$ cat config.mk
export PLATFORM = sky130hd
export DESIGN_NAME = ea_unit
export DESIGN_NICKNAME = d
export VERILOG_FILES = /design/src/rtl/ea_pkg.sv /design/src/rtl/ea_fetch_seq.sv /design/src/rtl/ea_calc.sv /design/src/rtl/ea_obus.sv /design/src/rtl/ea_unit.sv
export SDC_FILE = /design/constraint.sdc
export NUM_CORES = 1
export LEC_CHECK = 0
export ABC_AREA = 1
export CAP_MARGIN = 5
export CORE_MARGIN = 2
export CORE_UTILIZATION = 40
export CTS_BUF_LIST = sky130_fd_sc_hd__clkbuf_16
export CTS_CLUSTER_SIZE = 28
export DETAILED_ROUTE_END_ITERATION = 16
export HOLD_SLACK_MARGIN = 0.03
export PLACE_DENSITY_LB_ADDON = 0.1
export SYNTH_ARGS = -nofsm -noshare
export SYNTH_HDL_FRONTEND = slang
export SYNTH_HIERARCHICAL = 1
export SYNTH_SLANG_ARGS = --single-unit
$ cat constraint.sdc
create_clock -name clk -period 3.5 [get_ports clk]
set_clock_uncertainty 0.15 [all_clocks]
set_input_delay 0.525 -clock clk [delete_from_list [all_inputs] [get_ports clk]]
set_output_delay 0.525 -clock clk [all_outputs]
set_load 0.01 [all_outputs]
$ cat src/rtl/ea_pkg.sv
package ea_pkg;

  localparam int BYTE_W  = 8;
  localparam int WORD_W  = 16;
  localparam int ADDR_W  = 24;
  localparam int XC_W    = 2;
  localparam int MODE_W  = 5;
  localparam int ACC_W   = 4;
  localparam int PTR_MAX = 3;
  localparam int CNT_W   = $clog2(PTR_MAX + 1);

  typedef logic [BYTE_W-1:0] byte_t;
  typedef logic [WORD_W-1:0] word_t;
  typedef logic [ADDR_W-1:0] addr_t;

  typedef enum logic [MODE_W-1:0] {
    M_DIR    = 5'd0,
    M_DIRX   = 5'd1,
    M_DIRY   = 5'd2,
    M_DIND   = 5'd3,
    M_DXIND  = 5'd4,
    M_DINDY  = 5'd5,
    M_DINDL  = 5'd6,
    M_DINDLY = 5'd7,
    M_ABS    = 5'd8,
    M_ABSX   = 5'd9,
    M_ABSY   = 5'd10,
    M_ABSL   = 5'd11,
    M_ABSLX  = 5'd12,
    M_AIND   = 5'd13,
    M_AXIND  = 5'd14,
    M_AINDL  = 5'd15,
    M_SREL   = 5'd16,
    M_SRINDY = 5'd17,
    M_REL    = 5'd18,
    M_RELL   = 5'd19
  } ea_mode_e;

  localparam logic [ACC_W-1:0] ACC_NONE = 4'd0;
  localparam logic [ACC_W-1:0] ACC_RD   = 4'd1;
  localparam logic [ACC_W-1:0] ACC_WR   = 4'd2;
  localparam logic [ACC_W-1:0] ACC_RMW  = 4'd3;
  localparam logic [ACC_W-1:0] ACC_JMP  = 4'd5;
  localparam logic [ACC_W-1:0] ACC_CALL = 4'd8;

  typedef enum logic {WR_BANK = 1'b0, WR_PAGE = 1'b1} wrap_e;

  typedef struct packed {
    ea_mode_e          mode;
    logic [ACC_W-1:0]  acc;
    addr_t             opnd;
    word_t             pc;
    byte_t             pb;
    byte_t             db;
    word_t             dp;
    word_t             sp;
    word_t             x;
    word_t             y;
    logic              emu;
    logic              idx8;
  } ea_ctx_t;

  typedef struct packed {
    logic [CNT_W-1:0] nbytes;
    addr_t            base;
    wrap_e            wrap;
  } fetch_plan_t;

  function automatic logic dl_nz(word_t dp);
    return dp[7:0] != 8'h00;
  endfunction

  function automatic logic page_rule(logic emu, word_t dp);
    return emu && !dl_nz(dp);
  endfunction

  function automatic word_t direct_sum(word_t dp, byte_t off);
    return dp + {8'h00, off};
  endfunction

  function automatic word_t direct_index(word_t base, word_t idx, logic pagem);
    byte_t lo;
    lo = base[7:0] + idx[7:0];
    if (pagem) return {base[15:8], lo};
    return base + idx;
  endfunction

  function automatic logic cross_pen(byte_t lo, byte_t ilo, logic wr, logic idx8);
    logic [BYTE_W:0] s;
    s = {1'b0, lo} + {1'b0, ilo};
    return wr || !idx8 || s[BYTE_W];
  endfunction

  function automatic addr_t ptr_byte_addr(addr_t base, logic [CNT_W-1:0] k, wrap_e w);
    byte_t lo;
    word_t lw;
    lo = base[7:0] + BYTE_W'(k);
    lw = base[15:0] + WORD_W'(k);
    if (w == WR_PAGE) return {base[23:8], lo};
    return {base[23:16], lw};
  endfunction

  function automatic word_t rel_target(word_t pc, word_t off, logic lng);
    word_t soff;
    soff = lng ? off : {{8{off[7]}}, off[7:0]};
    return pc + soff;
  endfunction

  function automatic logic [1:0] operand_len(ea_mode_e m);
    case (m)
      M_ABS, M_ABSX, M_ABSY, M_AIND, M_AXIND, M_RELL: return 2'd2;
      M_ABSL, M_ABSLX, M_AINDL:                       return 2'd3;
      default:                                        return 2'd1;
    endcase
  endfunction

  function automatic fetch_plan_t plan_fetch(ea_ctx_t c);
    fetch_plan_t p;
    word_t d16;
    logic  pm;
    d16 = direct_sum(c.dp, c.opnd[7:0]);
    pm  = page_rule(c.emu, c.dp);
    p.nbytes = '0;
    p.base   = '0;
    p.wrap   = WR_BANK;
    case (c.mode)
      M_DIND, M_DINDY: begin
        p.nbytes = CNT_W'(2);
        p.base   = {8'h00, d16};
        p.wrap   = pm ? WR_PAGE : WR_BANK;
      end
      M_DXIND: begin
        p.nbytes = CNT_W'(2);
        p.base   = {8'h00, direct_index(d16, c.x, pm)};
        p.wrap   = pm ? WR_PAGE : WR_BANK;
      end
      M_DINDL, M_DINDLY: begin
        p.nbytes = CNT_W'(3);
        p.base   = {8'h00, d16};
      end
      M_AIND: begin
        p.nbytes = CNT_W'(2);
        p.base   = {8'h00, c.opnd[15:0]};
      end
      M_AINDL: begin
        p.nbytes = CNT_W'(3);
        p.base   = {8'h00, c.opnd[15:0]};
      end
      M_AXIND: begin
        p.nbytes = CNT_W'(2);
        p.base   = {c.pb, c.opnd[15:0] + c.x};
      end
      M_SRINDY: begin
        p.nbytes = CNT_W'(2);
        p.base   = {8'h00, c.sp + {8'h00, c.opnd[7:0]}};
      end
      default: ;
    endcase
    return p;
  endfunction

  function automatic byte_t obus_at_launch(ea_ctx_t c, byte_t cur, logic has_ptr);
    logic [1:0] n;
    n = operand_len(c.mode);
    if ((c.mode == M_ABSL || c.mode == M_ABSLX) && c.acc == ACC_CALL) return c.pb;
    if (c.mode == M_AXIND && c.acc == ACC_CALL) return c.pc[7:0];
    if (c.acc[0] || has_ptr) begin
      case (n)
        2'd3:    return c.opnd[23:16];
        2'd2:    return c.opnd[15:8];
        default: return c.opnd[7:0];
      endcase
    end
    return cur;
  endfunction

endpackage

$ cat src/rtl/ea_fetch_seq.sv
module ea_fetch_seq
  import ea_pkg::*;
#(
  parameter int MAX_BYTES = PTR_MAX
) (
  input  logic                      clk,
  input  logic                      rst,
  input  logic                      launch,
  input  fetch_plan_t               plan,
  input  logic                      mem_ready,
  input  byte_t                     mem_rdata,
  output logic                      mem_req,
  output addr_t                     mem_addr,
  output logic [MAX_BYTES*BYTE_W-1:0] ptr,
  output logic                      busy,
  output logic                      fin,
  output logic                      byte_vld,
  output byte_t                     byte_val
);

  typedef enum logic [1:0] {S_IDLE, S_FETCH, S_FIN} seq_state_e;

  seq_state_e        state;
  fetch_plan_t       plan_q;
  logic [CNT_W-1:0]  cnt;
  logic [CNT_W-1:0]  last_idx;
  byte_t             ptr_b [MAX_BYTES];

  assign last_idx = plan_q.nbytes - CNT_W'(1);
  assign mem_req  = (state == S_FETCH);
  assign mem_addr = ptr_byte_addr(plan_q.base, cnt, plan_q.wrap);
  assign busy     = (state != S_IDLE);
  assign fin      = (state == S_FIN);
  assign byte_vld = mem_req && mem_ready;
  assign byte_val = mem_rdata;

  always_ff @(posedge clk) begin
    if (rst) begin
      state  <= S_IDLE;
      cnt    <= '0;
      plan_q <= '0;
    end else begin
      case (state)
        S_IDLE: if (launch) begin
          plan_q <= plan;
          cnt    <= '0;
          state  <= (plan.nbytes == '0) ? S_FIN : S_FETCH;
        end
        S_FETCH: if (mem_ready) begin
          if (cnt == last_idx) state <= S_FIN;
          else                 cnt   <= cnt + CNT_W'(1);
        end
        default: state <= S_IDLE;
      endcase
    end
  end

  for (genvar g = 0; g < MAX_BYTES; g++) begin : g_slot
    always_ff @(posedge clk) begin
      if (rst || launch) ptr_b[g] <= '0;
      else if (byte_vld && cnt == CNT_W'(g)) ptr_b[g] <= mem_rdata;
    end
    assign ptr[g*BYTE_W +: BYTE_W] = ptr_b[g];
  end

endmodule

$ cat src/rtl/ea_calc.sv
module ea_calc
  import ea_pkg::*;
(
  input  ea_ctx_t          ctx,
  input  addr_t            ptr,
  output addr_t            ea,
  output logic [XC_W-1:0]  xcyc
);

  word_t            d16;
  logic             dln;
  logic             pm;
  logic             wr;
  word_t            p16;
  logic [XC_W-1:0]  xc_dl;
  addr_t            db_ptr;
  addr_t            db_abs;

  assign d16    = direct_sum(ctx.dp, ctx.opnd[7:0]);
  assign dln    = dl_nz(ctx.dp);
  assign pm     = page_rule(ctx.emu, ctx.dp);
  assign wr     = ctx.acc[1];
  assign p16    = ptr[15:0];
  assign xc_dl  = XC_W'(dln);
  assign db_ptr = {ctx.db, p16};
  assign db_abs = {ctx.db, ctx.opnd[15:0]};

  always_comb begin
    ea   = '0;
    xcyc = '0;
    case (ctx.mode)
      M_DIR: begin
        ea = {8'h00, d16};  xcyc = xc_dl;
      end
      M_DIRX: begin
        ea = {8'h00, direct_index(d16, ctx.x, pm)};  xcyc = xc_dl + XC_W'(1);
      end
      M_DIRY: begin
        ea = {8'h00, direct_index(d16, ctx.y, pm)};  xcyc = xc_dl + XC_W'(1);
      end
      M_DIND: begin
        ea = db_ptr;  xcyc = xc_dl;
      end
      M_DXIND: begin
        ea = db_ptr;  xcyc = xc_dl + XC_W'(1);
      end
      M_DINDY: begin
        ea   = db_ptr + {8'h00, ctx.y};
        xcyc = xc_dl + XC_W'(cross_pen(p16[7:0], ctx.y[7:0], wr, ctx.idx8));
      end
      M_DINDL: begin
        ea = ptr;  xcyc = xc_dl;
      end
      M_DINDLY: begin
        ea = ptr + {8'h00, ctx.y};  xcyc = xc_dl;
      end
      M_ABS: ea = db_abs;
      M_ABSX: begin
        ea   = db_abs + {8'h00, ctx.x};
        xcyc = XC_W'(cross_pen(ctx.opnd[7:0], ctx.x[7:0], wr, ctx.idx8));
      end
      M_ABSY: begin
        ea   = db_abs + {8'h00, ctx.y};
        xcyc = XC_W'(cross_pen(ctx.opnd[7:0], ctx.y[7:0], wr, ctx.idx8));
      end
      M_ABSL:  ea = ctx.opnd;
      M_ABSLX: ea = ctx.opnd + {8'h00, ctx.x};
      M_AIND:  ea = {ctx.pb, p16};
      M_AXIND: begin
        ea = {ctx.pb, p16};  xcyc = XC_W'(1);
      end
      M_AINDL: ea = ptr;
      M_SREL: begin
        ea = {8'h00, ctx.sp + {8'h00, ctx.opnd[7:0]}};  xcyc = XC_W'(1);
      end
      M_SRINDY: begin
        ea = db_ptr + {8'h00, ctx.y};  xcyc = XC_W'(2);
      end
      M_REL:  ea = {ctx.pb, rel_target(ctx.pc, ctx.opnd[15:0], 1'b0)};
      M_RELL: ea = {ctx.pb, rel_target(ctx.pc, ctx.opnd[15:0], 1'b1)};
      default: ;
    endcase
  end

endmodule

$ cat src/rtl/ea_obus.sv
module ea_obus
  import ea_pkg::*;
(
  input  logic    clk,
  input  logic    rst,
  input  logic    launch,
  input  ea_ctx_t ctx_in,
  input  logic    has_ptr,
  input  logic    byte_vld,
  input  byte_t   byte_val,
  output byte_t   obus
);

  always_ff @(posedge clk) begin
    if (rst)           obus <= 8'h00;
    else if (byte_vld) obus <= byte_val;
    else if (launch)   obus <= obus_at_launch(ctx_in, obus, has_ptr);
  end

endmodule

$ cat src/rtl/ea_unit.sv
module ea_unit
  import ea_pkg::*;
(
  input  logic                clk,
  input  logic                rst,
  input  logic                start,
  input  logic [MODE_W-1:0]   mode,
  input  logic [ACC_W-1:0]    acc,
  input  logic [ADDR_W-1:0]   opnd,
  input  logic [WORD_W-1:0]   pc,
  input  logic [BYTE_W-1:0]   pbank,
  input  logic [BYTE_W-1:0]   dbank,
  input  logic [WORD_W-1:0]   dpage,
  input  logic [WORD_W-1:0]   sptr,
  input  logic [WORD_W-1:0]   xreg,
  input  logic [WORD_W-1:0]   yreg,
  input  logic                emu,
  input  logic                idx8,
  output logic                mem_req,
  output logic [ADDR_W-1:0]   mem_addr,
  input  logic                mem_ready,
  input  logic [BYTE_W-1:0]   mem_rdata,
  output logic                busy,
  output logic                done,
  output logic [ADDR_W-1:0]   ea,
  output logic [XC_W-1:0]     xcyc,
  output logic [BYTE_W-1:0]   obus
);

  ea_ctx_t      ctx_in;
  ea_ctx_t      ctx_q;
  fetch_plan_t  plan;
  logic         launch;
  logic         has_ptr;
  addr_t        ptr;
  logic         byte_vld;
  byte_t        byte_val;
  logic         fin;

  // named internal events for the checker
  ea_mode_e     run_mode;
  byte_t        run_pb;

  assign ctx_in = '{mode: ea_mode_e'(mode), acc: acc, opnd: opnd, pc: pc,
                    pb: pbank, db: dbank, dp: dpage, sp: sptr, x: xreg,
                    y: yreg, emu: emu, idx8: idx8};
  assign launch  = start && !busy;
  assign plan    = plan_fetch(ctx_in);
  assign has_ptr = (plan.nbytes != '0);
  assign run_mode = ctx_q.mode;
  assign run_pb   = ctx_q.pb;
  assign done     = fin;

  always_ff @(posedge clk) begin
    if (rst)         ctx_q <= '0;
    else if (launch) ctx_q <= ctx_in;
  end

  ea_fetch_seq #(.MAX_BYTES(PTR_MAX)) u_seq (
    .clk       (clk),
    .rst       (rst),
    .launch    (launch),
    .plan      (plan),
    .mem_ready (mem_ready),
    .mem_rdata (mem_rdata),
    .mem_req   (mem_req),
    .mem_addr  (mem_addr),
    .ptr       (ptr),
    .busy      (busy),
    .fin       (fin),
    .byte_vld  (byte_vld),
    .byte_val  (byte_val)
  );

  ea_calc u_calc (
    .ctx  (ctx_q),
    .ptr  (ptr),
    .ea   (ea),
    .xcyc (xcyc)
  );

  ea_obus u_obus (
    .clk      (clk),
    .rst      (rst),
    .launch   (launch),
    .ctx_in   (ctx_in),
    .has_ptr  (has_ptr),
    .byte_vld (byte_vld),
    .byte_val (byte_val),
    .obus     (obus)
  );

endmodule

---- Word level (Yosys, flattened, before mapping) ----
Memory sizes are Yosys's and may differ from the RTL's.
Cells that the tools add are included.
storage, ports and cells
  bits in registers ....................... 168
  bits in writable memories ............... 24
  bits in read-only memories .............. 64
  input port bits ......................... 143
  output and inout bits ................... 61
  logic and storage cells ................. 205
  memories ................................ 2
memories
  memory           words  bits a word  read ports  clocked after Yosys merged registers in  write ports  RTL line            text
  (no name shown)  32     2            1           0                                        0            ea_pkg.sv:110       case (m)
  u_seq.ptr_b      3      8            3           0                                        3            ea_fetch_seq.sv:27  byte_t ptr_b [MAX_BYTES];
operators by class
  $add $sub $neg .......................... 27
  equal/unequal tests ..................... 42
  muxes and demuxes ....................... 68
  bitwise gates (word level) .............. 3
  reductions and logical operators ........ 45
operators with widths
  kind                                                              count
  24-bit case mux with 16 select lines                              1
  26-bit case mux with 7 select lines                               1
  24-bit by 16-bit adder with 24-bit output                         5
  16-bit adder                                                      6
  16-bit two-way mux                                                6
  8-bit two-way mux                                                 11
  5-bit by 4-bit == test with 1-bit output (second input constant)  13
  16-bit by 8-bit adder with 16-bit output                          4
  24-bit two-way mux                                                2
  5-bit by 3-bit == test with 1-bit output (second input constant)  8
  1-bit two-way mux                                                 33
  8-bit by 8-bit adder with 9-bit output                            3
  5-bit == test (second input constant)                             5
  8-bit adder                                                       3
  2-bit two-way mux                                                 10
  16-bit by 2-bit adder with 16-bit output                          1
  8-bit case mux with 2 select lines                                1
  8-bit nonzero test                                                2
  5-bit by 2-bit == test with 1-bit output (second input constant)  3
  2-bit case mux with 7 select lines                                1
  2-bit OR reduction                                                7
  1-bit logical AND                                                 9
  8-bit by 2-bit adder with 8-bit output                            1
  2-bit == test (second input constant)                             4
  23 further kinds                                                  45

---- Longest topological paths before layout ----
  word-level depth ........................ 21
  mapped depth ............................ 24
  mapped depth without buffers ............ 24

---- Modules after synthesis ----
Netlist, hierarchy kept.
modules (own cells, without submodules)
  module        times used  cells each  area an instance (µm²)  seq. area each (µm²)
  ea_calc       1           1589        8216.6                  0.0
  ea_unit       1           1306        8214.1                  2622.5
  ea_fetch_seq  1           333         2768.9                  1341.3
  ea_obus       1           177         954.7                   160.2

---- Worst setup path before layout ----
OpenSTA, ideal clock, no wires.
  path type ............................... register -> output
  from .................................... register ctx_q[99] in the netlist's numbering
  to ...................................... output ea[15]
  arrival time ............................ 3.167 ns
  required time ........................... 2.825 ns
  setup slack ............................. -0.342 ns
  stages on the path, launching flop included .. 19
  path buffers ............................ 0
  path through ............................ dfxtp_1 > inv_1 > fa_1 > inv_1 > nand2_1 > o21ai_0 > nand3_1 > nand2_1 > xor2_1 > ha_1 > a21oi_1 > o21ai_0 > a21oi_1 > nand2_1 > nand2_1 > nand3_1 > nand2_1 > nand3_1 > nand3_1
between the ends
  cells in the longest elaborated chain, start to end .. 4
  elaborated cells between the ends (all ways) .. 14
  those cells by class .................... 9 x add/sub; 5 x mux
ends and longest elaborated chain
  element                                             RTL line                    text
  start, declared                                     ea_unit.sv:31               ea_ctx_t ctx_q;
  start signal, assigned                              ea_unit.sv:56               else if (launch) ctx_q <= ctx_in;
  16-bit by 8-bit adder with 16-bit output            ea_pkg.sv:78                return dp + {8'h00, off};
  16-bit adder or 16-bit two-way mux (tied branches)  ea_pkg.sv:85, ea_pkg.sv:84
  16-bit two-way mux                                  ea_pkg.sv:85                return base + idx;
  24-bit case mux with 16 select lines *              ea_calc.sv:31               case (ctx.mode)
  end, declared                                       ea_unit.sv:25               output logic [ADDR_W-1:0] ea,
Every way passes the cells marked *; elsewhere a longest branch is shown, timed or not. The select of a mux whose other input is x is not followed.

---- Worst setup path in the final report ----
  from .................................... register ctx_q[50] in the netlist's numbering
  to ...................................... output ea[15]
between the ends
  cells in the longest elaborated chain, start to end .. 7
  elaborated cells between the ends (all ways) .. 14
  those cells by class .................... 3 x add/sub; 8 x mux; 3 x reduce/logical
ends and longest elaborated chain
  element                                                                           RTL line
  branches (longest 6 deep; another with 16-bit by 8-bit adder with 16-bit output)  --
  24-bit case mux with 16 select lines *                                            ea_calc.sv:31
Every way passes the cells marked *. The select of a mux whose other input is x is not followed.

==> flow_metrics.tcl <==
set metrics [dict create \
    route.met3.wl_um 6539 \
    cts_root_buf "clkbuf_16" \
    worstPathCellList "ha_4 -> inv_2 -> fa_2 -> inv_2 -> nand2_2 -> o21ai_4 -> nand3_2 -> nand2_4 -> xor2_4 -> ha_4 -> nand2_4 -> buf_6 -> nor4_4 -> nand2_1 -> nand2_1 -> nand2_2 -> nand3_1 -> nand2_1 -> nand3_2 -> nand3_2 -> buf_6" \
    antenna_found_initial 1 \
    placed_area_mm2 0.02637 \
    firstDrtPassIters 6 \
    synth_nets 3715 \
    cts_made_buffers 17 \
    n_fill_cell 4863 \
    start_util 0.4022 \
    fp.dieH_um 227.9 \
    ir_drop_v 0.0004162 \
    port_buffers 203 \
    fmax_mhz 231.8 \
    finalHoldWorstSlack_ps 315.3 \
    slew_headroom 0.3285 \
    viasPerCell 5.454 \
    rsz0062_at_grt "true" \
    drt_iter0_drc 2274 \
    worstPathArrival_ps 3640 \
    grt_max_degree 136 \
    die-area_mm2 0.05195 \
    critPathBufInv 4 \
    top_layer "met5" \
    die_x_um 227.9 \
    ant_nets 0 \
    coreArea_mm2 0.04986 \
    grt_pass1_wl_um 145100 \
    cts_hold_buf 0 \
    failed_checks "setup timing" \
    crit_type "reg2out" \
    area_growth_pct 47.83 \
    cp-end-kind "output port" \
    finalSetupViolCount 24 \
    hold_path.class "reg2reg" \
    ys_warn_count 6 \
    start_kind "flop" \
    wl_met2_um 44740 \
    max_cap_violations 0 \
    rows 82 \
    worst_slew_pin_slew_ps 1006 \
    htreeDepth 4 \
    cts_sinks 191 \
    wl_met1_um 41210 \
    overflow 0 \
    grt_pass1_vias 24520 \
    final-hold-violation-count 0 \
    p_per_area_mw_per_mm2 537.6 \
    crit_required_ps 2820 \
    fin_util 0.5946 \
    crit_slowest_cell "dfxtp_2" \
    worstSkewPairLatency_ps 490 \
    syn_area_per_cell_um2 5.911 \
    synth_area_mm2 0.02006 \
    via_count 25930 \
    crit_path_max_incr_delay_ps 360 \
    layout_common_cells "1009 x nand2_1, 494 x buf_4, 345 x inv_1, 296 x nor2_1, 256 x a21oi_1" \
    fin_crit_sh 1.233 \
    antennaDiodeCount 0 \
    track_usage 0.3646 \
    status "complete, but fails checks" \
    routed_wl_um 98420 \
    nets 4393 \
    p_leak_nw 14.72 \
    path_clk_slew_ps 80 \
    hpwl_um 79350 \
    cts_tree "built" \
    gp_congestion 1.064 \
    drc 0 \
    fin_ws_ps -814.8 \
    cpLargestDelayFamily "simple AND/OR/NAND/NOR gates" \
    clockBufferDepth 2 \
    final_cell_area_mm2 0.02965 \
    ios 204 \
    final_common_cell "nand2_1" \
    detail_route.wl_per_cell_um 20.70 \
    layout_min_cycle_time_ps 4315 \
    setup_tns_ps -12950 \
    syn_inst 3393 \
    layout-drive-gt1-share 0.2746 \
    maxSlewViolCount 0 \
    crit_fanout 5 \
]
-- layout make-up --
| type | instances | area (um^2) | share of cell area |
|---|---|---|---|
| Tap cell | 672 | 840.8 | 0.02836 |
| Timing Repair inverter | 1 | 11.26 | 0.0003798 |
| Inverter | 393 | 1501 | 0.05064 |
| Multi-Input combinational cell | 2717 | 16270 | 0.5488 |
| Timing Repair Buffer | 750 | 6347 | 0.2141 |
| Sequential cell | 191 | 4085 | 0.1378 |
| Clock buffer | 18 | 450.4 | 0.01519 |
| Clock inverter | 13 | 142.6 | 0.004811 |
-- stage by stage --
| stage | std cells | worst slack [ps] | total power [mW] |
|---|---|---|---|
| final | 4755 | -814.8 | 15.94 |
| after global routing | 4755 | -982.8 | 16.88 |
| after CTS | 4749 | -843.5 | 15.20 |
| after detailed placement | 4680 | -877.4 | 12.28 |
| after global placement | 4680 | -842.7 | 12.17 |
| after floorplan | 3393 | 19.47 | 7.811 |
-- flip-flops by register name, indices dropped and copies added (netlist names) --
| register | cells |
|---|---|
| ctx_q | 115 |
| run_mode | 5 |
| run_pb | 8 |
| u_obus/obus | 8 |
| u_seq/cnt | 2 |
| u_seq/plan_q | 27 |
| u_seq/ptr_b | 24 |
| u_seq/state | 2 |
-- power breakdown --
part	internal [mW]	switching [mW]	leakage [nW]	total, mW
sequential	2.78	0.640	1.64	3.42
clock	0.989	1.04	0.287	2.03
combinational	4.49	6.00	12.8	10.5
-- worst register-to-register path, stage by stage (launching register included) --
cell     delay (ps)
dfxtp_1         380
nor2_2          170
inv_1           120
nor2_4          260
nand2_2         540
inv_2           460
nor2_1           80
nor2_1          110
-- routing by layer --
layer / up-vias / GRT usage
met5: - / 0
met4: 2 / 0.1822
met3: 247 / 0.04525
met2: 1104 / 0.6009
met1: 12070 / 0.4701
li1: 12510 / -
-- repair_timing --
item | CTS | global route
cloned | 2 | 1
buffers inserted | 37 | 15
gates resized for setup | 457 | 243
pin swaps | 127 | 128
setup endpoints to repair | 38 | 39
-- final timing paths --
kind,depth (start not counted),to,startpoint,slack (ps)
worst max-delay path,21,ea[15],ctx_q[50],-810
worst min-delay path,2,ctx_q[0],ctx_q[0],320
worst max register to register,7,u_seq/plan_q[7],u_seq/state[1],1170
worst min register to register,2,ctx_q[0],ctx_q[0],320
Power figures use the tool's default switching activity.
